File: config.mk
export PLATFORM = sky130hd
export DESIGN_NAME = uart_irq_unit
export DESIGN_NICKNAME = d
export VERILOG_FILES = /design/src/rtl/uirq_pkg.sv /design/src/rtl/uirq_timeout.sv /design/src/rtl/uirq_sources.sv /design/src/rtl/uirq_prio.sv /design/src/rtl/uart_irq_unit.sv
export SDC_FILE = /design/constraint.sdc
export NUM_CORES = 1
export LEC_CHECK = 0
export BUFFER_PORTS_ARGS = -buffer_cell sky130_fd_sc_hd__buf_2
export CORE_MARGIN = 3
export CORE_UTILIZATION = 40
export DETAILED_ROUTE_END_ITERATION = 8
export PLACE_DENSITY = 0.61
export SLEW_MARGIN = 15
export SYNTH_ARGS = -nofsm -noshare
export SYNTH_HDL_FRONTEND = slang
export SYNTH_SLANG_ARGS = --single-unit
File: constraint.sdc
create_clock -name clk -period 2.05 [get_ports clk]
set_clock_uncertainty 0.1 [all_clocks]
set_input_delay 0.1025 -clock clk [delete_from_list [all_inputs] [get_ports clk]]
set_output_delay 0.1025 -clock clk [all_outputs]
set_load 0.005 [all_outputs]
File: src/rtl/uirq_pkg.sv
package uirq_pkg;

    typedef enum logic [1:0] {
        TO_IDLE  = 2'd0,
        TO_COUNT = 2'd1,
        TO_FIRED = 2'd2
    } to_state_e;

    localparam logic [3:0] ID_NONE = 4'b0001;
    localparam logic [3:0] ID_LS   = 4'b0110;
    localparam logic [3:0] ID_TO   = 4'b1100;
    localparam logic [3:0] ID_RX   = 4'b0100;
    localparam logic [3:0] ID_TX   = 4'b0010;
    localparam logic [3:0] ID_MS   = 4'b0000;

    // source index order equals priority order, 0 is highest
    localparam int NSRC = 5;

    function automatic int unsigned trig_bytes(input logic [1:0] sel);
        unique case (sel)
            2'b00:   return 1;
            2'b01:   return 4;
            2'b10:   return 8;
            default: return 14;
        endcase
    endfunction

    function automatic logic [3:0] src_code(input int idx);
        unique case (idx)
            0:       return ID_LS;
            1:       return ID_TO;
            2:       return ID_RX;
            3:       return ID_TX;
            default: return ID_MS;
        endcase
    endfunction

endpackage

File: src/rtl/uirq_timeout.sv
module uirq_timeout
    import uirq_pkg::*;
#(
    parameter int FRAME_W  = 4,
    parameter int TO_CHARS = 4
) (
    input  logic               clk,
    input  logic               rst_n,
    input  logic               armed,
    input  logic               has_data,
    input  logic               rx_push,
    input  logic               rx_pop,
    input  logic               baud_tick,
    input  logic [FRAME_W-1:0] frame_bits,
    output logic               fired
);
    localparam int CNT_W = FRAME_W + $clog2(TO_CHARS) + 1;

    to_state_e        state_q, state_d;
    logic [CNT_W-1:0] cnt_q, cnt_d;
    logic [CNT_W-1:0] limit;

    assign limit = CNT_W'(TO_CHARS) * CNT_W'(frame_bits);

    always_ff @(posedge clk) begin
        if (!rst_n) begin
            state_q <= TO_IDLE;
            cnt_q   <= '0;
        end else begin
            state_q <= state_d;
            cnt_q   <= cnt_d;
        end
    end

    always_comb begin
        state_d = state_q;
        cnt_d   = cnt_q;
        unique case (state_q)
            TO_IDLE: begin
                if (armed) begin
                    state_d = TO_COUNT;
                    cnt_d   = '0;
                end
            end
            TO_COUNT: begin
                if (!armed) begin
                    state_d = TO_IDLE;
                end else if (rx_push || rx_pop) begin
                    cnt_d = '0;
                end else if (baud_tick) begin
                    if (cnt_q == limit - 1'b1) begin
                        state_d = TO_FIRED;
                    end else begin
                        cnt_d = cnt_q + 1'b1;
                    end
                end
            end
            TO_FIRED: begin
                if (rx_pop || !has_data) begin
                    state_d = armed ? TO_COUNT : TO_IDLE;
                    cnt_d   = '0;
                end
            end
            default: begin
                state_d = TO_IDLE;
                cnt_d   = '0;
            end
        endcase
    end

    always_comb begin
        fired = (state_q == TO_FIRED);
    end

    a_r3_fire_after_quiet_tick: assert property (@(posedge clk) disable iff (!rst_n)
        $rose(fired) |-> ($past(baud_tick) && !$past(rx_push) && !$past(rx_pop)));

    a_r4_fired_persists: assert property (@(posedge clk) disable iff (!rst_n)
        (fired && !rx_pop && has_data) |=> fired);

    a_r3_unarmed_stays_quiet: assert property (@(posedge clk) disable iff (!rst_n)
        (!armed && !fired) |=> !fired);

endmodule

File: src/rtl/uirq_sources.sv
module uirq_sources
    import uirq_pkg::*;
(
    input  logic       clk,
    input  logic       rst_n,
    input  logic       err_evt,
    input  logic       lsr_rd,
    input  logic       thr_empty,
    input  logic       thr_en,
    input  logic       thr_wr,
    input  logic       iir_rd,
    input  logic [3:0] id_now,
    output logic       ls_pend,
    output logic       thre_pend
);
    logic empty_q;
    logic en_q;
    logic thre_set;
    logic thre_clr;

    assign thre_set = (thr_empty && !empty_q) || (thr_en && !en_q && thr_empty);
    assign thre_clr = thr_wr || (iir_rd && (id_now == ID_TX));

    always_ff @(posedge clk) begin
        if (!rst_n) begin
            ls_pend   <= 1'b0;
            thre_pend <= 1'b0;
            empty_q   <= 1'b1;
            en_q      <= 1'b0;
        end else begin
            empty_q <= thr_empty;
            en_q    <= thr_en;
            if (err_evt) begin
                ls_pend <= 1'b1;
            end else if (lsr_rd) begin
                ls_pend <= 1'b0;
            end
            if (thre_set) begin
                thre_pend <= 1'b1;
            end else if (thre_clr) begin
                thre_pend <= 1'b0;
            end
        end
    end

    a_r5_ls_holds_until_read: assert property (@(posedge clk) disable iff (!rst_n)
        (ls_pend && !lsr_rd) |=> ls_pend);

    a_r5_ls_event_sets: assert property (@(posedge clk) disable iff (!rst_n)
        err_evt |=> ls_pend);

    a_r6_write_clears: assert property (@(posedge clk) disable iff (!rst_n)
        (thr_wr && !thr_empty) |=> !thre_pend);

    a_r7_other_id_read_keeps: assert property (@(posedge clk) disable iff (!rst_n)
        (thre_pend && iir_rd && (id_now != ID_TX) && !thr_wr) |=> thre_pend);

endmodule

File: src/rtl/uirq_prio.sv
module uirq_prio
    import uirq_pkg::*;
(
    input  logic [NSRC-1:0] pend_en,
    output logic [3:0]      id
);
    always_comb begin
        id = ID_NONE;
        for (int i = NSRC - 1; i >= 0; i--) begin
            if (pend_en[i]) begin
                id = src_code(i);
            end
        end
    end
endmodule

File: src/rtl/uart_irq_unit.sv
module uart_irq_unit
    import uirq_pkg::*;
#(
    parameter  int FIFO_DEPTH = 16,
    parameter  int FRAME_W    = 4,
    parameter  int TO_CHARS   = 4,
    localparam int LVL_W      = $clog2(FIFO_DEPTH + 1)
) (
    input  logic               clk,
    input  logic               rst_n,
    input  logic [LVL_W-1:0]   rx_level,
    input  logic [1:0]         trig_sel,
    input  logic [FRAME_W-1:0] frame_bits,
    input  logic               baud_tick,
    input  logic               rx_push,
    input  logic               rx_pop,
    input  logic               err_evt,
    input  logic               lsr_rd,
    input  logic               thr_empty,
    input  logic               thr_wr,
    input  logic               iir_rd,
    input  logic               msr_delta,
    input  logic [3:0]         ien,
    output logic [3:0]         irq_id,
    output logic               irq
);
    logic [LVL_W-1:0] trig;
    logic             has_data;
    logic             rx_full;
    logic             armed;
    logic             to_fired;
    logic             ls_pend;
    logic             thre_pend;
    logic [NSRC-1:0]  pend_en;

    assign trig     = LVL_W'(trig_bytes(trig_sel));
    assign has_data = (rx_level != '0);
    assign rx_full  = (rx_level >= trig);
    assign armed    = has_data && !rx_full;

    uirq_timeout #(
        .FRAME_W  (FRAME_W),
        .TO_CHARS (TO_CHARS)
    ) u_timeout (
        .clk        (clk),
        .rst_n      (rst_n),
        .armed      (armed),
        .has_data   (has_data),
        .rx_push    (rx_push),
        .rx_pop     (rx_pop),
        .baud_tick  (baud_tick),
        .frame_bits (frame_bits),
        .fired      (to_fired)
    );

    uirq_sources u_sources (
        .clk       (clk),
        .rst_n     (rst_n),
        .err_evt   (err_evt),
        .lsr_rd    (lsr_rd),
        .thr_empty (thr_empty),
        .thr_en    (ien[1]),
        .thr_wr    (thr_wr),
        .iir_rd    (iir_rd),
        .id_now    (irq_id),
        .ls_pend   (ls_pend),
        .thre_pend (thre_pend)
    );

    assign pend_en[0] = ls_pend   && ien[2];
    assign pend_en[1] = to_fired  && ien[0];
    assign pend_en[2] = rx_full   && ien[0];
    assign pend_en[3] = thre_pend && ien[1];
    assign pend_en[4] = msr_delta && ien[3];

    uirq_prio u_prio (
        .pend_en (pend_en),
        .id      (irq_id)
    );

    assign irq = |pend_en;

    a_r9_line_matches_code: assert property (@(posedge clk) disable iff (!rst_n)
        irq == (irq_id != ID_NONE));

    a_r1_line_status_first: assert property (@(posedge clk) disable iff (!rst_n)
        (ls_pend && ien[2]) |-> (irq_id == ID_LS));

    a_r9_all_disabled_quiet: assert property (@(posedge clk) disable iff (!rst_n)
        (ien == 4'b0000) |-> (!irq && irq_id == ID_NONE));

    a_r10_reset_quiet: assert property (@(posedge clk)
        $rose(rst_n) |-> (irq_id == ID_NONE));

endmodule

==> reports/results.ini, run 1 <==
[synth]
synth.cell_area_um2=968
synthTopCellsByArea=dfxtp_1 27%, ha_1 7.8%, nand3_1 6.2%
yosysUniqueCellTypes=42
synth_top_cell_area_share=0.269
syn_nets=152
synth_warnings=0
ys_seq_area_frac=0.269
synth_largest_area_cell=dfxtp_1
synth_seq_cells=13
syn_area_per_cell_um2=8.07
netlist_instances=120

[timing]
post-route-period-util=0.936
fin_crit_ns=1.92
final-setup-viol-count=0
relSlewSlack=0.748
slew_viol_final=0
rsz0062_at_grt=no
setup_ws_ns=0.132
tightest_slew_ns=0.379
fmax_mhz=521
hold_viol=0

[clocking]
htreeDepth=1
clk-insertion-delay-late_ns=0.28
cts_buffers=3
max-clock-path-buffers=2
cts_root_buf=clkbuf_4
cts_tree=done
clk_pin_slew_ns=0.08
cts.sinks=13

[power]
pwr-share-clk=0.289
p_total_mw=0.558
internal_power_mw=0.401
p_comb_frac=0.241
p_sw_frac=0.281
p_sw_mw=0.157
pwr-share-seq=0.471
peakVddDrop_v=0.000381
leakage_nw=0.543
p_per_area_nw_per_um2=454

[floorplan]
core_area_um2=2250
die_area_um2=3050
chipWidth_um=55.2
die_h_um=55.2
rows=17
pin_count=31
start_util=0.430

[global_routing]
grt_max_degree=15
antenna_found_initial=0
grt_pass1_wl_mm=4.02
grt_pass1_vias=997
track_usage=0.160
grt.overflow.total=0

[min_path]
holdCritPathClass=primary input to register

[run]
maxCapViolCount=0

[layout]
fin_nets=192
final_cell_count_no_fill=187
postLayoutCoreUtil=0.545
diodes=0
syn_to_final_growth_pct=26.9
layout-drive-gt1-share=0.283

[detailed_routing]
drtIter0Drc=16
drc=0
vias_per_cell=5.48
num_vias=1025
drt_pass1_iterations=4
drt_wl_total_mm=2.27
wl_per_cell_um=12.1
ant_nets=0

[worst_setup_path]
critPathLaunchType=register
cp-end-kind=register
required_ns=2.17
arrival_ns=2.04
critPathKind=register to register
crit_fanout=9

[placed_design]
gp_congestion=0.840
place_inst=181
io_buffers=30
dp_hpwl_mm=1.88
post-place-ws_ns=-0.0295

[outcome]
outcome=finished clean

-- final timing paths --
kind	start	to	slack [ns]	cells past startpoint
max	u_timeout.cnt_q[4]	u_timeout.cnt_q[3]	0.13	6
min	ien[1]	u_sources.en_q	0.02	2
max reg2reg	u_timeout.cnt_q[4]	u_timeout.cnt_q[3]	0.13	6
min reg2reg	u_timeout.cnt_q[0]	u_timeout.cnt_q[0]	0.40	2
-- cells by family (layout without fill, tap and decap cells) --
group           after synthesis  in the layout  synth area share
simple gates                 59             59             0.349
compound gates               25             25             0.205
flops                        13             13             0.269
buf+inv                      12             51            0.0543
fa+ha+maj                     6              6            0.0775
xor+xnor                      5              5            0.0452
-- synthesized netlist by cell type --
cell      count
ha_1          6
a22oi_1       1
nor4b_2       1
or3_1         1
a21oi_1       2
nor4bb_1      1
nand3b_1      1
nor4_1        1
a31oi_1       1
nand4_1       1
o22ai_1       2
nor3_1        4
and3_1        2
o32ai_2       1
nor2_1        8
o21a_1        1
nand3_1      12
nand2_4       1
nand2_1      10
dfxtp_1      13
nor2_2        1
nor4_2        1
nand4b_1      1
a21o_1        2
o21ai_0       4
inv_1        10
clkbuf_1      1
a32o_1        1
or4_1         4
o211ai_4      1
xor2_1        1
nor3b_1       1
nor2b_1       4
a221oi_1      1
a221o_1       1
buf_6         1
nand2b_1      2
a22o_1        3
o211ai_1      3
and2_1        2
o21ai_1       1
xnor2_1       4
-- state kept, by name, indices dropped and copies added, names as in the netlist --
| name | flops |
|---|---|
| u_sources.ls_pend | 1 |
| u_timeout.cnt_q | 7 |
| u_sources.thre_pend | 1 |
| u_timeout.state_q | 2 |
| u_sources.en_q | 1 |
| u_sources.empty_q | 1 |
-- layer usage --
layer / track usage / vias to the layer above / routed length, µm
met3: 0.0491 / 6 / 118
met2: 0.279 / 23 / 1150
li1: - / 520 / -
met4: 0.0660 / 0 / 39
met1: 0.180 / 476 / 958
met5: 0 / - / 0
-- worst max-delay path, cell delays in order (launching register included) --
cell and delay, ns:
dfxtp_1 0.39, nor4bb_1 0.16, a22o_1 0.26, o211ai_4 0.25, nand2_4 0.12, or4_1 0.50
nand3_1 0.09
-- layout by cell type, fill, tap and decap left out, types with 3 or more instances in the layout --
cell	count
o21ai_1	3
nor2b_1	4
dfxtp_1	13
buf_4	5
o211ai_1	3
buf_2	30
nand3_1	12
or4_1	4
inv_1	10
nor2_1	8
clkbuf_4	3
a22o_1	3
nor3_1	4
xnor2_1	4
nand2_1	10
ha_1	6
-- what timing repair did --
item,in CTS,in global routing
hold buffers,2,0
resized for setup,0,3
endpoints found under the hold margin,3,0
setup endpoints to repair,0,3
setup buffers,0,0
-- power by group through the flow --
stage / combinational (mW) / sequential (mW) / clock (mW)
floorplan: 0.0681 / 0.268 / 0
global route: 0.152 / 0.264 / 0.185
CTS: 0.134 / 0.263 / 0.168
finish: 0.134 / 0.263 / 0.161
detailed placement: 0.130 / 0.269 / 0
global placement: 0.126 / 0.269 / 0
-- metrics by stage --
| step | setup TNS (ns) | cell area [µm²] | hold WS [ns] |
|---|---|---|---|
| after detailed placement | -0.0529 | 1180 | 0.213 |
| after global routing | 0 | 1230 | 0.0165 |
| after floorplan | 0 | 968 | 0.104 |
| after CTS | 0 | 1220 | 0.0172 |
| after global placement | 0 | 1180 | 0.205 |
| final | 0 | 1230 | 0.0176 |
-- area by class of cell --
| class | instances | area [µm²] |
|---|---|---|
| inverters | 10 | 37.5 |
| multi-input cells | 95 | 662 |
| repair buffers | 37 | 208 |
| well taps | 28 | 35.0 |
| fillers | 241 | 1030 |
| flip-flops and latches | 13 | 260 |
| clock buffers | 4 | 26.3 |
(Power assumes the default switching activity.)
==> run 2: changes to the inputs <==
- ABC_AREA: not set -> 1
- PLACE_DENSITY: 0.61 -> 0.6
==> reports/results.ini, run 2 <==
[synth]
synth_edf_count=0
syn_nets=226
synthTopCellsByArea=dfxtp_1 23%, nand2_1 20%, inv_1 11%
synth_top_cell_area_share=0.227
synth_warnings=0
synthFlopType=dfxtp_1
synth.cell_area_um2=1140
ys_seq_area_frac=0.227
yosysMostFrequentCell=nand2_1
synthArstFlopShare=0
yosysUniqueCellTypes=27
netlist_instances=194
synth_commonest_cells=60 x nand2_1, 33 x inv_1, 27 x nor2_1, 13 x dfxtp_1, 9 x nand4_1
syn_area_per_cell_um2=5.90
synth_seq_cells=13
synth_largest_area_cell=dfxtp_1

[floorplan]
core_area_um2=2590
pin_count=31
die_h_um=59.5
chipWidth_um=59.5
start_util=0.442
rows=18
die_area_um2=3540

[worst_setup_path]
path_cells=buf_2 -> inv_1 -> ha_1 -> nand2_1 -> nand2_1 -> a21oi_2 -> nand3_1 -> nand2_1 -> nand2_1 -> nor2_1 -> inv_1 -> nor2_2 -> inv_1 -> buf_2
slowest_stage=ha_1
critPathMostFrequentCell=nand2_1
critPathLaunchType=primary input
required_ns=1.85
arrival_ns=1.51
crit_fanout=3
critPathKind=primary input to output pin
max_stage_delay_ns=0.29
cp-end-kind=output pin

[clocking]
max-clock-path-buffers=2
cts_resized=0
cts_tree=done
cts.sinks=13
cts_buffers=3
clk_pin_slew_ns=0.07
htreeDepth=1
cts_root_buf=clkbuf_4
clk-insertion-delay-late_ns=0.28

[outcome]
outcome=finished clean

[min_path]
holdCritPathClass=primary input to register

[detailed_routing]
drt_wl_total_mm=2.55
drtIter0Drc=34
num_vias=1247
ant_nets=0
drt_pass1_iterations=4
drc=0
wl_per_cell_um=9.73
vias_per_cell=4.76

[layout]
diodes=0
largest_reg_flops=7
regArea_um2=260
fin_area_um2=1410
regMostFlops=u_timeout.cnt_q
fin_nets=265
layout-drive-gt1-share=0.198
layout_common_cells=60 x nand2_1, 33 x inv_1, 30 x buf_2
multiInputGateArea_um2=738
n_fill_cell=277
final_common_cell=nand2_1
final_cell_count_no_fill=262
syn_to_final_growth_pct=23.0
top_regs=u_timeout.cnt_q (7), u_timeout.state_q (2)

[timing]
hold_viol=0
rsz0062_at_grt=no
relSlewSlack=0.708
slew_viol_final=0
tightest_slew_ns=0.437
fin_crit_ns=1.71
finalSetupTns_ns=0
fmax_mhz=585
final-setup-viol-count=0
post-route-period-util=0.834

[power]
p_total_mw=0.607
peakVddDrop_v=0.000303
leakage_nw=0.738
p_per_area_nw_per_um2=431

[global_routing]
track_usage=0.161
grt_pass1_vias=1138
grt.overflow.total=0
grt_pass1_wl_mm=4.49
grt_max_degree=12
antenna_found_initial=0

[placed_design]
io_buffers=30
dp_hpwl_mm=2.15
place_inst=252
place_area_um2=1320
gp_congestion=0.741

[run]
maxCapViolCount=0

==> run 2: kinds of logic after synthesis <==
| logic type | after synthesis | share of synthesized area |
|---|---|---|
| buffers and inverters | 38 | 0.128 |
| adders and majority gates | 6 | 0.0656 |
| xor gates and xnor gates | 1 | 0.00765 |
| AOI/OAI and AO/OA | 17 | 0.0809 |
| DFF | 13 | 0.227 |
| and+or+nand+nor | 119 | 0.491 |
==> run 2: repair_timing <==
item	in CTS	in global routing
setup buffers	0	0
hold buffers	6	0
hold endpoints to repair	5	0
==> run 2: critical path: cells and delay by family <==
family,cells,cell delay (ns)
AO/OA/AOI/OAI,1,0.18
adder cells (fa/ha/maj),1,0.29
buffers and inverters,5,0.38
AND/OR/NAND/NOR,7,0.56
==> run 2: final timing paths <==
check,cells past startpoint,slack [ns],to,start
setup / recovery,14,0.34,irq,trig_sel[0]
hold / removal,4,0.02,u_sources.ls_pend,lsr_rd
setup reg to reg,10,0.37,u_timeout.state_q[0],u_timeout.cnt_q[0]
hold reg to reg,2,0.40,u_sources.ls_pend,u_sources.ls_pend
==> run 2: power by group <==
part	internal [mW]	switching (mW)	total, mW	leakage (nW)
clock network	0.0754	0.0822	0.158	0.0150
registers	0.264	0.00709	0.271	0.106
logic	0.0764	0.102	0.178	0.617
total	0.416	0.191	0.607	0.738
==> run 2: stage by stage <==
stage	utilization	worst slack, ns	hold slack [ns]
global placement	0.510	0.352	0.205
detailed placement	0.510	0.269	0.210
global route	0.543	0.115	0.00996
CTS	0.543	0.334	0.0135
floorplan	-	0.566	0.0960
finish	0.543	0.341	0.0151
==> run 2: per-layer routing <==
metal	up-vias	track usage	wire length, µm
met5	-	0	0
met4	0	0.0190	0
met3	0	0.0392	117
met2	21	0.273	1170
met1	538	0.213	1260
li1	688	-	-
==> run 2: final cells by class <==
| type | count | share of cell area |
|---|---|---|
| tap | 30 | 0.0267 |
| sequential | 13 | 0.185 |
| inverter | 36 | 0.0960 |
| timing repair buffer | 36 | 0.149 |
| multi-input combinational | 143 | 0.524 |
| clock buffer | 4 | 0.0187 |
==> run 3: changes to the inputs <==
- clock period: 2.05 -> 1.7 ns (I/O delays scaled with it)
==> reports/results.ini, run 3 (synthesis gave the netlist of run 2 again) <==
[detailed_routing]
drt_pass1_iterations=4
drt_wl_total_mm=2.93
wl_per_cell_um=10.9
drtIter0Drc=62
vias_per_cell=4.85
ant_nets=0
num_vias=1300
drc=0

[worst_setup_path]
worstPathBufferInverterCount=5
slowest_stage=ha_4
critPathLaunchType=primary input
r2r-end=u_timeout.cnt_q[4]
arrival_ns=1.43
critPathKind=primary input to output pin
critPathMostFrequentCell=nand2_1
max_stage_delay_ns=0.21
cp-end-kind=output pin
reg2reg_depth=11
required_ns=1.51
crit_family=simple AND/OR/NAND/NOR gates
path_cells=buf_6 -> inv_1 -> ha_4 -> nand2_1 -> nand2_1 -> a21oi_2 -> nand3_1 -> nand2_1 -> nand2_2 -> nor2_4 -> inv_2 -> nor2_2 -> inv_1 -> buf_2
r2r-start=u_timeout.cnt_q[1]
crit_fanout=3
ff2ff_setup_slack_ns=0.12

[layout]
top_regs=u_timeout.cnt_q (7), u_timeout.state_q (2)
syn_to_final_growth_pct=35.2
diodes=0
postLayoutCoreUtil=0.598
n_fill_cell=259
fin_nets=271
regMostFlops=u_timeout.cnt_q
layout_common_cells=59 x nand2_1, 32 x inv_1, 28 x buf_2
largest_reg_flops=7
final_common_cell=nand2_1
layout-drive-gt1-share=0.290
fin_area_um2=1550

[clocking]
cts_root_buf=clkbuf_4
cts_buffers=3
cts_tree=done
htreeDepth=1
cts.sinks=13
clk-insertion-delay-late_ns=0.28
clk_pin_slew_ns=0.07
max-clock-path-buffers=2

[timing]
final-setup-viol-count=0
slew_viol_final=0
setup_ws_ns=0.0846
fmax_mhz=619
fin_crit_ns=1.62
tightest_slew_ns=0.508
rsz0062_at_grt=yes
post-route-period-util=0.950
finalSetupTns_ns=0
relSlewSlack=0.661
hold_viol=0

[power]
peakVddDrop_v=0.000354
p_comb_frac=0.332
pwr-share-seq=0.422
leakage_nw=0.768
p_sw_mw=0.252
internal_power_mw=0.530
pwr-share-clk=0.246
p_per_area_nw_per_um2=505
p_sw_frac=0.323

[floorplan]
die_h_um=59.5
die_area_um2=3540
rows=18
pin_count=31
core_area_um2=2590
start_util=0.442
chipWidth_um=59.5

[placed_design]
post-place-ws_ns=-0.0202
place_area_um2=1340
gp_congestion=0.768
io_buffers=30
dp_hpwl_mm=2.19

[run]
maxCapViolCount=0

[global_routing]
grt.overflow.total=0
grt_pass1_vias=1129
track_usage=0.165
grt_max_degree=12
antenna_found_initial=0
grt_pass1_wl_mm=4.57

[min_path]
hold_path_depth=4
min_from=lsr_rd
holdCritPathClass=primary input to register
hold_end=u_sources.ls_pend

[outcome]
outcome=finished clean

## run 3: worst register-to-register path, delay by kind of cell, from the launching register on
family          cells  cell delay, ns
compound gates      1            0.14
fa+ha+maj           1            0.15
simple gates        9            0.75
flops               1            0.37
## run 3: per-stage QoR
stage / hold WS [ns] / power, mW / cells
after CTS: 0.00265 / 0.749 / 264
after floorplan: 0.0785 / 0.467 / 194
after global placement: 0.188 / 0.540 / 254
after global routing: 0.00550 / 0.842 / 268
final: 0.00263 / 0.782 / 268
after detailed placement: 0.196 / 0.548 / 254
## run 3: area by class of cell
class,count,area [µm²],area share
clock buffers,4,26.3,0.0170
inverters,36,135,0.0873
multi-input cells,144,823,0.532
flip-flops and latches,13,265,0.171
well taps,30,37.5,0.0243
repair buffers,41,260,0.168
## run 3: metal layers
metal	GRT usage	share of wire	vias to the layer above
li1	-	-	702
met1	0.229	0.47	566
met2	0.264	0.48	32
met3	0.0392	0.052	0
met4	0.0285	0	0
met5	0	0	-
## run 3: worst max path at each step
stage,endpoint,cells after the start,from
finish,irq,14,trig_sel[0]
global placement,u_timeout.cnt_q[1],13,trig_sel[0]
CTS,irq,14,trig_sel[0]
global route,irq,14,trig_sel[0]
detailed placement,u_timeout.state_q[0],12,trig_sel[1]
floorplan,u_timeout.state_q[0],10,u_timeout.cnt_q[0]
## run 3: timing repair
item,in CTS,in global routing
endpoints found under the setup margin,0,11
buffers inserted,0,3
hold buffers,6,0
hold endpoints to repair,6,0
gates resized for setup,0,21
## run 3: power groups by stage
stage | Combinational (mW) | Clock, mW | Sequential (mW)
final | 0.260 | 0.192 | 0.330
after detailed placement | 0.215 | 0 | 0.333
after global placement | 0.207 | 0 | 0.333
after global routing | 0.292 | 0.219 | 0.331
after floorplan | 0.135 | 0 | 0.332
after CTS | 0.226 | 0.198 | 0.326
